`config.mk`:
```
export PLATFORM = sky130hd
export DESIGN_NAME = seg_xlate
export DESIGN_NICKNAME = d
export VERILOG_FILES = /design/src/rtl/seg_xlate_pkg.sv /design/src/rtl/seg_table_store.sv /design/src/rtl/seg_check.sv /design/src/rtl/seg_xlate.sv
export SDC_FILE = /design/constraint.sdc
export NUM_CORES = 1
export LEC_CHECK = 0
export BUFFER_PORTS_ARGS = -buffer_cell sky130_fd_sc_hd__buf_4
export CAP_MARGIN = 5
export CELL_PAD_IN_SITES_DETAIL_PLACEMENT = 0
export CELL_PAD_IN_SITES_GLOBAL_PLACEMENT = 1
export CORE_ASPECT_RATIO = 1.4
export CORE_UTILIZATION = 51
export DETAILED_ROUTE_END_ITERATION = 7
export GPL_TIMING_DRIVEN = 0
export PLACE_DENSITY = 0.87
export SLEW_MARGIN = 15
export SYNTH_ARGS = -nofsm -noshare
export SYNTH_HDL_FRONTEND = slang
export SYNTH_SLANG_ARGS = --single-unit
```
`constraint.sdc`:
```
create_clock -name clk -period 3.6 [get_ports clk]
set_input_delay 0 -clock clk [delete_from_list [all_inputs] [get_ports clk]]
set_output_delay 0 -clock clk [all_outputs]
set_load 0.005 [all_outputs]
```
`src/rtl/seg_xlate_pkg.sv`:
```
package seg_xlate_pkg;
   typedef enum logic [1:0] {
      CAUSE_NONE  = 2'b00,
      CAUSE_SEG   = 2'b01,
      CAUSE_RANGE = 2'b10
   } trap_cause_e;
endpackage

```
`src/rtl/seg_table_store.sv`:
```
module seg_table_store #(
   parameter int SEG_COUNT = 8,
   parameter int ADDR_W    = 16,
   parameter int IDX_W     = 3,
   parameter int LEN_W     = 4
) (
   input  logic              clk,
   input  logic              rst_n,
   input  logic              wr_en,
   input  logic [IDX_W-1:0]  wr_idx,
   input  logic [ADDR_W-1:0] wr_base,
   input  logic [ADDR_W-1:0] wr_limit,
   input  logic              len_we,
   input  logic [LEN_W-1:0]  len_wdata,
   input  logic [IDX_W-1:0]  rd_idx,
   output logic [ADDR_W-1:0] rd_base,
   output logic [ADDR_W-1:0] rd_limit,
   output logic [LEN_W-1:0]  len_q
);
   localparam logic [LEN_W-1:0] LEN_MAX = LEN_W'(SEG_COUNT);

   logic [ADDR_W-1:0] base_arr  [SEG_COUNT];
   logic [ADDR_W-1:0] limit_arr [SEG_COUNT];

   for (genvar e = 0; e < SEG_COUNT; e++) begin : g_entry
      always_ff @(posedge clk) begin
         if (!rst_n) begin
            base_arr[e]  <= '0;
            limit_arr[e] <= '0;
         end else if (wr_en && (wr_idx == IDX_W'(e))) begin
            base_arr[e]  <= wr_base;
            limit_arr[e] <= wr_limit;
         end
      end
   end

   always_ff @(posedge clk) begin
      if (!rst_n)
         len_q <= '0;
      else if (len_we)
         len_q <= (len_wdata > LEN_MAX) ? LEN_MAX : len_wdata;
   end

   always_comb begin
      rd_base  = '0;
      rd_limit = '0;
      if (int'(rd_idx) < SEG_COUNT) begin
         rd_base  = base_arr[rd_idx];
         rd_limit = limit_arr[rd_idx];
      end
   end

   // stored count never exceeds the table depth
   a_r10_len_bound: assert property (@(posedge clk) disable iff (!rst_n)
      len_q <= LEN_MAX);
endmodule

```
`src/rtl/seg_check.sv`:
```
module seg_check
   import seg_xlate_pkg::*;
#(
   parameter int ADDR_W     = 16,
   parameter int SNUM_W     = 4,
   parameter int LEN_W      = 4,
   parameter bit CARRY_TRAP = 1'b1
) (
   input  logic [SNUM_W-1:0] seg_num,
   input  logic [ADDR_W-1:0] offset,
   input  logic [LEN_W-1:0]  tbl_len,
   input  logic [ADDR_W-1:0] ent_base,
   input  logic [ADDR_W-1:0] ent_limit,
   output logic              trap,
   output trap_cause_e       cause,
   output logic [ADDR_W-1:0] paddr
);
   localparam int CMP_W = (SNUM_W > LEN_W) ? SNUM_W : LEN_W;

   logic [CMP_W-1:0]  seg_ext, len_ext;
   logic [ADDR_W:0]   sum;
   logic              seg_bad, off_bad, ovf_bad;

   assign seg_ext = CMP_W'(seg_num);
   assign len_ext = CMP_W'(tbl_len);
   assign seg_bad = (seg_ext >= len_ext);
   assign off_bad = (offset >= ent_limit);
   assign sum     = {1'b0, ent_base} + {1'b0, offset};

   if (CARRY_TRAP) begin : g_carry_trap
      assign ovf_bad = sum[ADDR_W];
   end else begin : g_carry_wrap
      assign ovf_bad = 1'b0;
   end

   always_comb begin
      trap  = 1'b0;
      cause = CAUSE_NONE;
      paddr = sum[ADDR_W-1:0];
      if (seg_bad) begin
         trap  = 1'b1;
         cause = CAUSE_SEG;
         paddr = '0;
      end else if (off_bad || ovf_bad) begin
         trap  = 1'b1;
         cause = CAUSE_RANGE;
         paddr = '0;
      end
   end
endmodule

```
`src/rtl/seg_xlate.sv`:
```
module seg_xlate
   import seg_xlate_pkg::*;
#(
   parameter int SEG_COUNT  = 8,
   parameter int ADDR_W     = 16,
   parameter int SNUM_W     = 4,
   parameter bit CARRY_TRAP = 1'b1,
   localparam int IDX_W     = (SEG_COUNT > 1) ? $clog2(SEG_COUNT) : 1,
   localparam int LEN_W     = $clog2(SEG_COUNT + 1)
) (
   input  logic              clk,
   input  logic              rst_n,
   input  logic              tbl_we,
   input  logic [IDX_W-1:0]  tbl_idx,
   input  logic [ADDR_W-1:0] tbl_base,
   input  logic [ADDR_W-1:0] tbl_limit,
   input  logic              len_we,
   input  logic [LEN_W-1:0]  len_val,
   input  logic              req_valid,
   output logic              req_ready,
   input  logic [SNUM_W-1:0] req_seg,
   input  logic [ADDR_W-1:0] req_off,
   output logic              rsp_valid,
   input  logic              rsp_ready,
   output logic [ADDR_W-1:0] rsp_paddr,
   output logic              rsp_trap,
   output logic [1:0]        rsp_cause
);
   if (SEG_COUNT < 1)       begin : g_bad_count  $error("SEG_COUNT must be at least 1"); end
   if (ADDR_W < 2)          begin : g_bad_addr   $error("ADDR_W must be at least 2"); end
   if (SNUM_W < IDX_W)      begin : g_bad_snum   $error("SNUM_W narrower than table index"); end

   logic [ADDR_W-1:0] ent_base, ent_limit;
   logic [LEN_W-1:0]  len_q;
   logic              chk_trap;
   trap_cause_e       chk_cause;
   logic [ADDR_W-1:0] chk_paddr;
   logic              accept;

   seg_table_store #(
      .SEG_COUNT (SEG_COUNT),
      .ADDR_W    (ADDR_W),
      .IDX_W     (IDX_W),
      .LEN_W     (LEN_W)
   ) store_i (
      .clk       (clk),
      .rst_n     (rst_n),
      .wr_en     (tbl_we),
      .wr_idx    (tbl_idx),
      .wr_base   (tbl_base),
      .wr_limit  (tbl_limit),
      .len_we    (len_we),
      .len_wdata (len_val),
      .rd_idx    (req_seg[IDX_W-1:0]),
      .rd_base   (ent_base),
      .rd_limit  (ent_limit),
      .len_q     (len_q)
   );

   seg_check #(
      .ADDR_W     (ADDR_W),
      .SNUM_W     (SNUM_W),
      .LEN_W      (LEN_W),
      .CARRY_TRAP (CARRY_TRAP)
   ) check_i (
      .seg_num   (req_seg),
      .offset    (req_off),
      .tbl_len   (len_q),
      .ent_base  (ent_base),
      .ent_limit (ent_limit),
      .trap      (chk_trap),
      .cause     (chk_cause),
      .paddr     (chk_paddr)
   );

   assign req_ready = !rsp_valid || rsp_ready;
   assign accept    = req_valid && req_ready;

   always_ff @(posedge clk) begin
      if (!rst_n) begin
         rsp_valid <= 1'b0;
         rsp_paddr <= '0;
         rsp_trap  <= 1'b0;
         rsp_cause <= CAUSE_NONE;
      end else if (req_ready) begin
         rsp_valid <= req_valid;
         if (accept) begin
            rsp_paddr <= chk_paddr;
            rsp_trap  <= chk_trap;
            rsp_cause <= chk_cause;
         end
      end
   end

   // an accepted request is answered after the next edge
   a_r7_one_cycle: assert property (@(posedge clk) disable iff (!rst_n)
      accept |=> rsp_valid);
   // a stalled response holds and blocks new requests
   a_r8_hold: assert property (@(posedge clk) disable iff (!rst_n)
      (rsp_valid && !rsp_ready) |=> (rsp_valid && $stable(rsp_paddr)
                                     && $stable(rsp_trap) && $stable(rsp_cause)));
   a_r8_no_accept: assert property (@(posedge clk) disable iff (!rst_n)
      (rsp_valid && !rsp_ready) |-> !req_ready);
   // a trap carries a cause and a zero address; success carries neither
   a_r2_cause_matches_trap: assert property (@(posedge clk) disable iff (!rst_n)
      rsp_valid |-> ((rsp_trap == (rsp_cause != 2'b00)) && (!rsp_trap || rsp_paddr == '0)));
   // never both cause bits
   a_r6_single_cause: assert property (@(posedge clk) disable iff (!rst_n)
      rsp_valid |-> $onehot0(rsp_cause));
endmodule

```
==> impl_metrics.sql, run 1 <==
INSERT INTO impl_metrics (metric_group, metric, value, unit) VALUES
('placed_design', 'dpl_cell_area', '0.01501', 'sq mm'),
('clock_network', 'cts.sink_count', '280', ''),
('synth', 'synthTopCellsByArea', 'edfxtp_1, and2_1, mux4_2', ''),
('power_and_ir_drop', 'powerDensity', '489.4', 'mW/mm^2'),
('clock_network', 'cts.clk_slew.worst_paths', '0.07', 'ns'),
('cells_and_area', 'post-route-cell-area', '0.01643', 'sq mm'),
('worst_setup_path', 'critical_path_rt', '4.08', 'ns'),
('power_and_ir_drop', 'clock_power_share', '0.384', ''),
('clock_network', 'tritoncts', 'built', ''),
('clock_network', 'max_clock_buf_depth', '3', ''),
('synth', 'netlist-cell-type-count', '60', ''),
('detailed_routing', 'wl_per_cell', '23.86', 'um'),
('detailed_routing', 'initialDrtViolationCount', '741', ''),
('detailed_routing', 'vias', '8454', ''),
('power_and_ir_drop', 'p_switching', '1.895', 'mW'),
('synth', 'synth_common_cells', 'and2_1, edfxtp_1, mux4_2, clkbuf_1, ha_1', ''),
('power_and_ir_drop', 'seq_power_share', '0.474', ''),
('worst_setup_path', 'critical_path.n_buffers_inverters', '4', ''),
('die', 'floorplan.core_area', '0.02610', 'sq mm'),
('global_routing', 'grt_pass1_wl', '52000', 'um'),
('clock_network', 'cts_inserted_buffers', '26', ''),
('synth', 'ys_async_sr_fraction', '0', ''),
('synth', 'ys_seq_area_frac', '0.6027', ''),
('die', 'die_area', '0.02724', 'sq mm'),
('power_and_ir_drop', 'intPower', '6.146', 'mW'),
('worst_setup_path', 'critPathKind', 'input port to flop', ''),
('clock_network', 'worstSkewPairLatency', '0.54', 'ns'),
('detailed_routing', 'routed_wirelength', '34480', 'um'),
('synth', 'post-synth-top-area-fraction', '0.5672', ''),
('worst_setup_path', 'reg2reg_from', 'store_i.base_arr[3][0]', ''),
('worst_setup_path', 'worstReg2RegEnd', 'rsp_paddr[7]', ''),
('status', 'outcome', 'finished, final reports clean', ''),
('cells_and_area', 'nets', '1203', ''),
('clock_network', 'cts_setup_buffers', '0', ''),
('placed_design', 'portBuffers', '84', ''),
('worst_setup_path', 'crit_chain', 'buf_4 > clkbuf_1 > clkbuf_1 > mux4_2 > mux2i_1 > ha_1 > a2111o_1 > a32oi_2 > o2111ai_4 > buf_6 > o31a_1 > nor2_1', ''),
('sta', 'timing_worst_slew_pin_value', '1.138', 'ns'),
('placed_design', 'finalWeightedCongestion', '0.8590', ''),
('worst_setup_path', 'startpoint_type', 'input port', ''),
('hold_path', 'holdCritPathClass', 'input port to flop', ''),
('power_and_ir_drop', 'total_leakage_power', '6.086', 'nW'),
('sta', 'fin_ws', '0.1948', 'ns'),
('worst_setup_path', 'critical_path_arrival', '3.89', 'ns'),
('placed_design', 'place_worst_setup_slack', '-0.4746', 'ns'),
('cells_and_area', 'num_antenna_cells', '0', ''),
('worst_setup_path', 'regToRegSetupSlack', '0.24', 'ns'),
('placed_design', 'placed_insts', '1351', ''),
('synth', 'most_repeated_cell_in_the_gate_level_netlist_after_synthesis', 'and2_1', ''),
('worst_setup_path', 'slowest_delay', '0.77', 'ns'),
('cells_and_area', 'share_of_post_route_cells_with_drive_strength_above_1', '0.2293', ''),
('hold_path', 'worstHoldPathCells', '4', ''),
('cells_and_area', 'finalNonFillerCells', '1445', ''),
('detailed_routing', 'postRouteAntennaNets', '0', ''),
('detailed_routing', 'route.detailed.drc', '0', ''),
('sta', 'clock.fmax', '0.2937', 'GHz'),
('power_and_ir_drop', 'power.switching_fraction', '0.2357', ''),
('sta', 'slew_limit_headroom', '0.2415', ''),
('global_routing', 'overflow', '0', ''),
('synth', 'synth_largest_area_cell', 'edfxtp_1', ''),
('detailed_routing', 'post_drt_via_cell_ratio', '5.851', ''),
('cells_and_area', 'syn2layout_area_growth', '21.23', '%'),
('clock_network', 'htree_num_levels', '1', ''),
('power_and_ir_drop', 'vdd_drop_max', '0.0003283', 'V'),
('global_routing', 'largest_net_degree_at_the_start_of_global_routing', '18', ''),
('sta', 'hold_ws', '0.01072', 'ns'),
('worst_setup_path', 'path_max_fanout', '10', ''),
('global_routing', 'grt_antenna_before_repair', '0', ''),
('worst_setup_path', 'crit_path_end_kind', 'flop', ''),
('clock_network', 'clock-root-buffer', 'clkbuf_16', ''),
('die', 'die_w', '139.8', 'um'),
('worst_setup_path', 'worst_path_cell_with_the_longest_stage_delay', 'clkbuf_1', '');
==> kinds of logic (layout without fill, tap and decap cells) <==
kind of cell	after synthesis	count (layout)	synth area share
and+or+nand+nor	347	347	0.1498
DFF	280	280	0.6027
muxes	97	97	0.1323
AOI/OAI and AO/OA	93	93	0.05152
buffers and inverters	60	253	0.01994
adders and majority gates	37	37	0.03471
xor gates and xnor gates	14	14	0.009047
==> worst reg2reg max path, delay by kind of cell, from the launching register on <==
kind / cells / cell delay [ns]
AOI/OAI and AO/OA: 4 / 1.03
muxes: 2 / 0.77
adders and majority gates: 2 / 0.64
DFF: 1 / 0.37
and+or+nand+nor: 2 / 0.25
buffers and inverters: 1 / 0.24
==> per-stage QoR <==
stage / TNS (ns) / power, mW
6_report: 0 / 8.041
5_1_grt: 0 / 8.265
4_1_cts: 0 / 8.047
3_5_place_dp: -7.124 / 4.976
3_3_place_gp: -462.56 / 4.904
2_1_floorplan: 0 / 4.527
==> cell type report <==
| class | instances | area [sq um] | area share |
|---|---|---|---|
| inverters | 11 | 41.29 | 0.002513 |
| clock inverters | 18 | 265.3 | 0.01614 |
| repair buffers | 145 | 1421 | 0.08651 |
| flip-flops and latches | 280 | 8168 | 0.4971 |
| well taps | 324 | 405.4 | 0.02467 |
| clock buffers | 30 | 686.9 | 0.04181 |
| multi-input cells | 588 | 5211 | 0.3172 |
| plain buffers | 49 | 231.5 | 0.01409 |
==> power groups by stage <==
stage | Clock [mW] | Sequential [mW] | Combinational (mW)
floorplan | 0 | 3.87 | 0.655
detailed placement | 0 | 3.88 | 1.09
finish | 3.09 | 3.82 | 1.14
global placement | 0 | 3.89 | 1.01
global route | 3.21 | 3.83 | 1.22
CTS | 3.09 | 3.82 | 1.14
==> per-layer routing <==
layer / global-route usage / part of all wire / up-vias
li1: - / - / 3808
met1: 0.3061 / 0.37 / 4241
met2: 0.4733 / 0.53 / 305
met3: 0.02981 / 0.056 / 100
met4: 0.1282 / 0.049 / 0
met5: 0 / 0 / -
==> placed cells by master, fill, tap and decap left out, types with 4 or more instances in the layout <==
master / instances
a211oi_1: 7
a21boi_0: 4
a21oi_1: 17
and2_1: 261
buf_16: 9
buf_2: 6
buf_4: 84
buf_6: 5
buf_8: 4
bufinv_16: 7
clkbuf_1: 38
clkbuf_16: 27
clkinv_1: 5
clkinv_2: 4
dfxtp_1: 24
dlygate4sd3_1: 46
edfxtp_1: 256
ha_1: 36
inv_1: 11
mux2_2: 17
mux2i_1: 16
mux4_2: 64
nand2_1: 27
nand2b_1: 8
nor2_1: 30
nor3_1: 7
o211ai_1: 4
o21ai_0: 12
o21ai_4: 6
o31a_1: 6
o31a_2: 7
xnor2_1: 5
xor2_1: 9
==> flip-flops by register name, indices dropped and copies added (netlist names) <==
name	flops
rsp_cause	2
rsp_valid	1
store_i.limit_arr	128
store_i.base_arr	128
rsp_trap	1
rsp_paddr	16
store_i.len_q	4
==> worst max-delay path by stage <==
stage                     cells after the start        from                      to
after floorplan                              13  req_seg[0]            rsp_paddr[7]
after global routing                         13  req_seg[1]            rsp_paddr[9]
final                                        12  req_seg[1]            rsp_paddr[7]
after CTS                                    14  req_seg[1]            rsp_paddr[7]
after global placement                        3  tbl_idx[2]  store_i.base_arr[0][6]
after detailed placement                     14  req_seg[1]            rsp_paddr[7]
==> what timing repair did <==
item / CTS / global route
hold buffers: 46 / 0
endpoints found under the setup margin: 0 / 14
resized for setup: 0 / 5
hold endpoints to repair: 277 / 0
Power figures use the tool's default switching activity.
==> run 2: changes to the inputs <==
Settings changed: GPL_TIMING_DRIVEN 0 to unset.
==> impl_metrics.sql, run 2 (synthesis results as in run 1) <==
INSERT INTO impl_metrics (metric_group, metric, value, unit) VALUES
('die', 'initial_utilization', '0.5193', ''),
('cells_and_area', 'syn2layout_area_growth', '19.28', '%'),
('clock_network', 'tritoncts', 'built', ''),
('worst_setup_path', 'critPathKind', 'flop to flop', ''),
('global_routing', 'grt_antenna_before_repair', '0', ''),
('worst_setup_path', 'regToRegSetupSlack', '0.25', 'ns'),
('sta', 'slew_limit_headroom', '0.3162', ''),
('cells_and_area', 'n_fill_cell', '1975', ''),
('global_routing', 'largest_net_degree_at_the_start_of_global_routing', '33', ''),
('die', 'floorplan.core_area', '0.02610', 'sq mm'),
('sta', 'finalWorstPathRequiredPeriod', '3.354', 'ns'),
('detailed_routing', 'route.detailed.drc', '0', ''),
('job', 'max-cap-violations', '0', ''),
('sta', 'maxSlewViolCount', '0', ''),
('die', 'die_w', '139.8', 'um'),
('die', 'row_count', '70', ''),
('detailed_routing', 'initialDrtViolationCount', '554', ''),
('cells_and_area', 'num_antenna_cells', '0', ''),
('clock_network', 'cts_inserted_buffers', '27', ''),
('detailed_routing', 'routed_wirelength', '32630', 'um'),
('worst_setup_path', 'crit_path_end_kind', 'flop', ''),
('detailed_routing', 'vias', '8215', ''),
('sta', 'final.setup.tns', '0', 'ns'),
('global_routing', 'groute.usage.overall', '0.2475', ''),
('die', 'die_h', '194.9', 'um'),
('detailed_routing', 'post_drt_via_cell_ratio', '5.793', ''),
('global_routing', 'overflow', '0', ''),
('clock_network', 'cts.sink_count', '280', ''),
('sta', 'timing_hold_violations_final', '0', ''),
('cells_and_area', 'nets', '1179', ''),
('clock_network', 'worstSkewPairLatency', '0.55', 'ns'),
('clock_network', 'cts.clk_slew.worst_paths', '0.06', 'ns'),
('worst_setup_path', 'path_max_fanout', '18', ''),
('clock_network', 'max_clock_buf_depth', '3', ''),
('power_and_ir_drop', 'total_leakage_power', '5.971', 'nW'),
('cells_and_area', 'ff_latch_area', '0.008168', 'sq mm'),
('power_and_ir_drop', 'vdd_drop_max', '0.0003513', 'V'),
('placed_design', 'place_hpwl', '21020', 'um'),
('worst_setup_path', 'critical_path_arrival', '3.83', 'ns'),
('cells_and_area', 'layout.cells.most_common_list', 'and2_1, edfxtp_1, buf_4', ''),
('global_routing', 'grt_pass1_wl', '50000', 'um'),
('sta', 'hold_ws', '0.04249', 'ns'),
('cells_and_area', 'mostFrequentLayoutCell', 'and2_1', ''),
('sta', 'skew', '0.01516', 'ns'),
('global_routing', 'grt_pass1_vias', '8702', ''),
('status', 'outcome', 'finished, final reports clean', ''),
('detailed_routing', 'detailedRoute.firstPassIterationCount', '5', ''),
('clock_network', 'clock-root-buffer', 'clkbuf_16', ''),
('cells_and_area', 'multi_input_comb_area', '0.005250', 'sq mm'),
('die', 'design.portCount', '86', ''),
('sta', 'post-route-period-util', '0.9318', ''),
('cells_and_area', 'share_of_post_route_cells_with_drive_strength_above_1', '0.2486', ''),
('placed_design', 'portBuffers', '85', ''),
('die', 'die_area', '0.02724', 'sq mm'),
('placed_design', 'finalWeightedCongestion', '0.8812', ''),
('worst_setup_path', 'critical_path_rt', '4.07', 'ns'),
('cells_and_area', 'reg.largest.list', 'store_i.base_arr (128), store_i.limit_arr (128), rsp_paddr (16)', ''),
('clock_network', 'htree_num_levels', '1', ''),
('detailed_routing', 'wl_per_cell', '23.01', 'um'),
('worst_setup_path', 'startpoint_type', 'flop', ''),
('sta', 'clock.fmax', '0.2981', 'GHz'),
('sta', 'final-setup-viol-count', '0', ''),
('power_and_ir_drop', 'powerDensity', '471.4', 'mW/mm^2'),
('hold_path', 'holdCritPathClass', 'input port to flop', ''),
('sta', 'unrepaired_setup_endpoints_after_global_routing', 'false', ''),
('detailed_routing', 'postRouteAntennaNets', '0', ''),
('sta', 'timing_worst_slew_pin_value', '1.023', 'ns');
## run 2: cell types whose count changed in the layout (fill, tap and decap cells not counted), sizes merged
cell and delta:
buf +12, bufinv -5, clkbuf -39, clkinvlp +3, dlygate4sd1 -1, dlygate4sd3 +2
inv +1
## run 2: metal layers
| layer | vias to the layer above | global-route usage | part of all wire |
|---|---|---|---|
| met5 | - | 0 | 0 |
| met4 | 0 | 0.09280 | 0.031 |
| met3 | 64 | 0.02858 | 0.050 |
| met2 | 272 | 0.4602 | 0.54 |
| met1 | 4127 | 0.2909 | 0.38 |
| li1 | 3752 | - | - |
## run 2: where the power goes
part / leakage, nW / internal, mW / switching (mW)
clock: 0.392 / 1.51 / 1.20
combinational: 2.91 / 0.505 / 0.588
sequential: 2.67 / 3.76 / 0.0590
total: 5.97 / 5.77 / 1.85
## run 2: final timing paths
check / from / end / depth (start not counted)
worst max-delay path: store_i.base_arr[3][0] / rsp_paddr[4] / 10
worst max register to register: store_i.base_arr[3][0] / rsp_paddr[4] / 10
worst min register to register: rsp_cause[1] / rsp_cause[1] / 2
worst min-delay path: rsp_ready / rsp_trap / 4
## run 2: timing repair
item | in CTS | in global routing
hold buffers | 48 | 0
setup buffers | 0 | 0
endpoints found under the hold margin | 274 | 0
resized for setup | 0 | 0
endpoints found under the setup margin | 0 | 0
## run 2: cell type report
cell class | instances | share of cell area
tap | 324 | 0.02508
timing repair buffer | 169 | 0.09133
sequential | 280 | 0.5053
inverter | 11 | 0.002554
clock buffer | 29 | 0.04226
multi-input combinational | 588 | 0.3248
clock inverter | 17 | 0.008746
## run 2: critical path: stages, from the launching register on
cell,delay (ns)
edfxtp_1,0.37
mux4_2,0.48
mux2_2,0.27
ha_1,0.22
fa_1,0.43
a211oi_1,0.29
o211ai_1,0.21
nand2_1,0.18
o2111ai_4,0.31
o31a_2,0.43
nor2_1,0.09
## run 2: per-stage QoR
stage | std cells | total power, mW | setup WS, ns | util | cell area (sq um)
4_1_cts | 1418 | 7.651 | 0.2416 | 0.6194 | 16170
5_1_grt | 1418 | 7.873 | 0.08574 | 0.6194 | 16170
2_1_floorplan | 928 | 4.527 | 0.3789 | - | 13550
6_report | 1418 | 7.620 | 0.2457 | 0.6194 | 16170
3_3_place_gp | 1324 | 4.917 | 0.2785 | 0.5694 | 14860
3_5_place_dp | 1324 | 4.940 | 0.2258 | 0.5694 | 14860
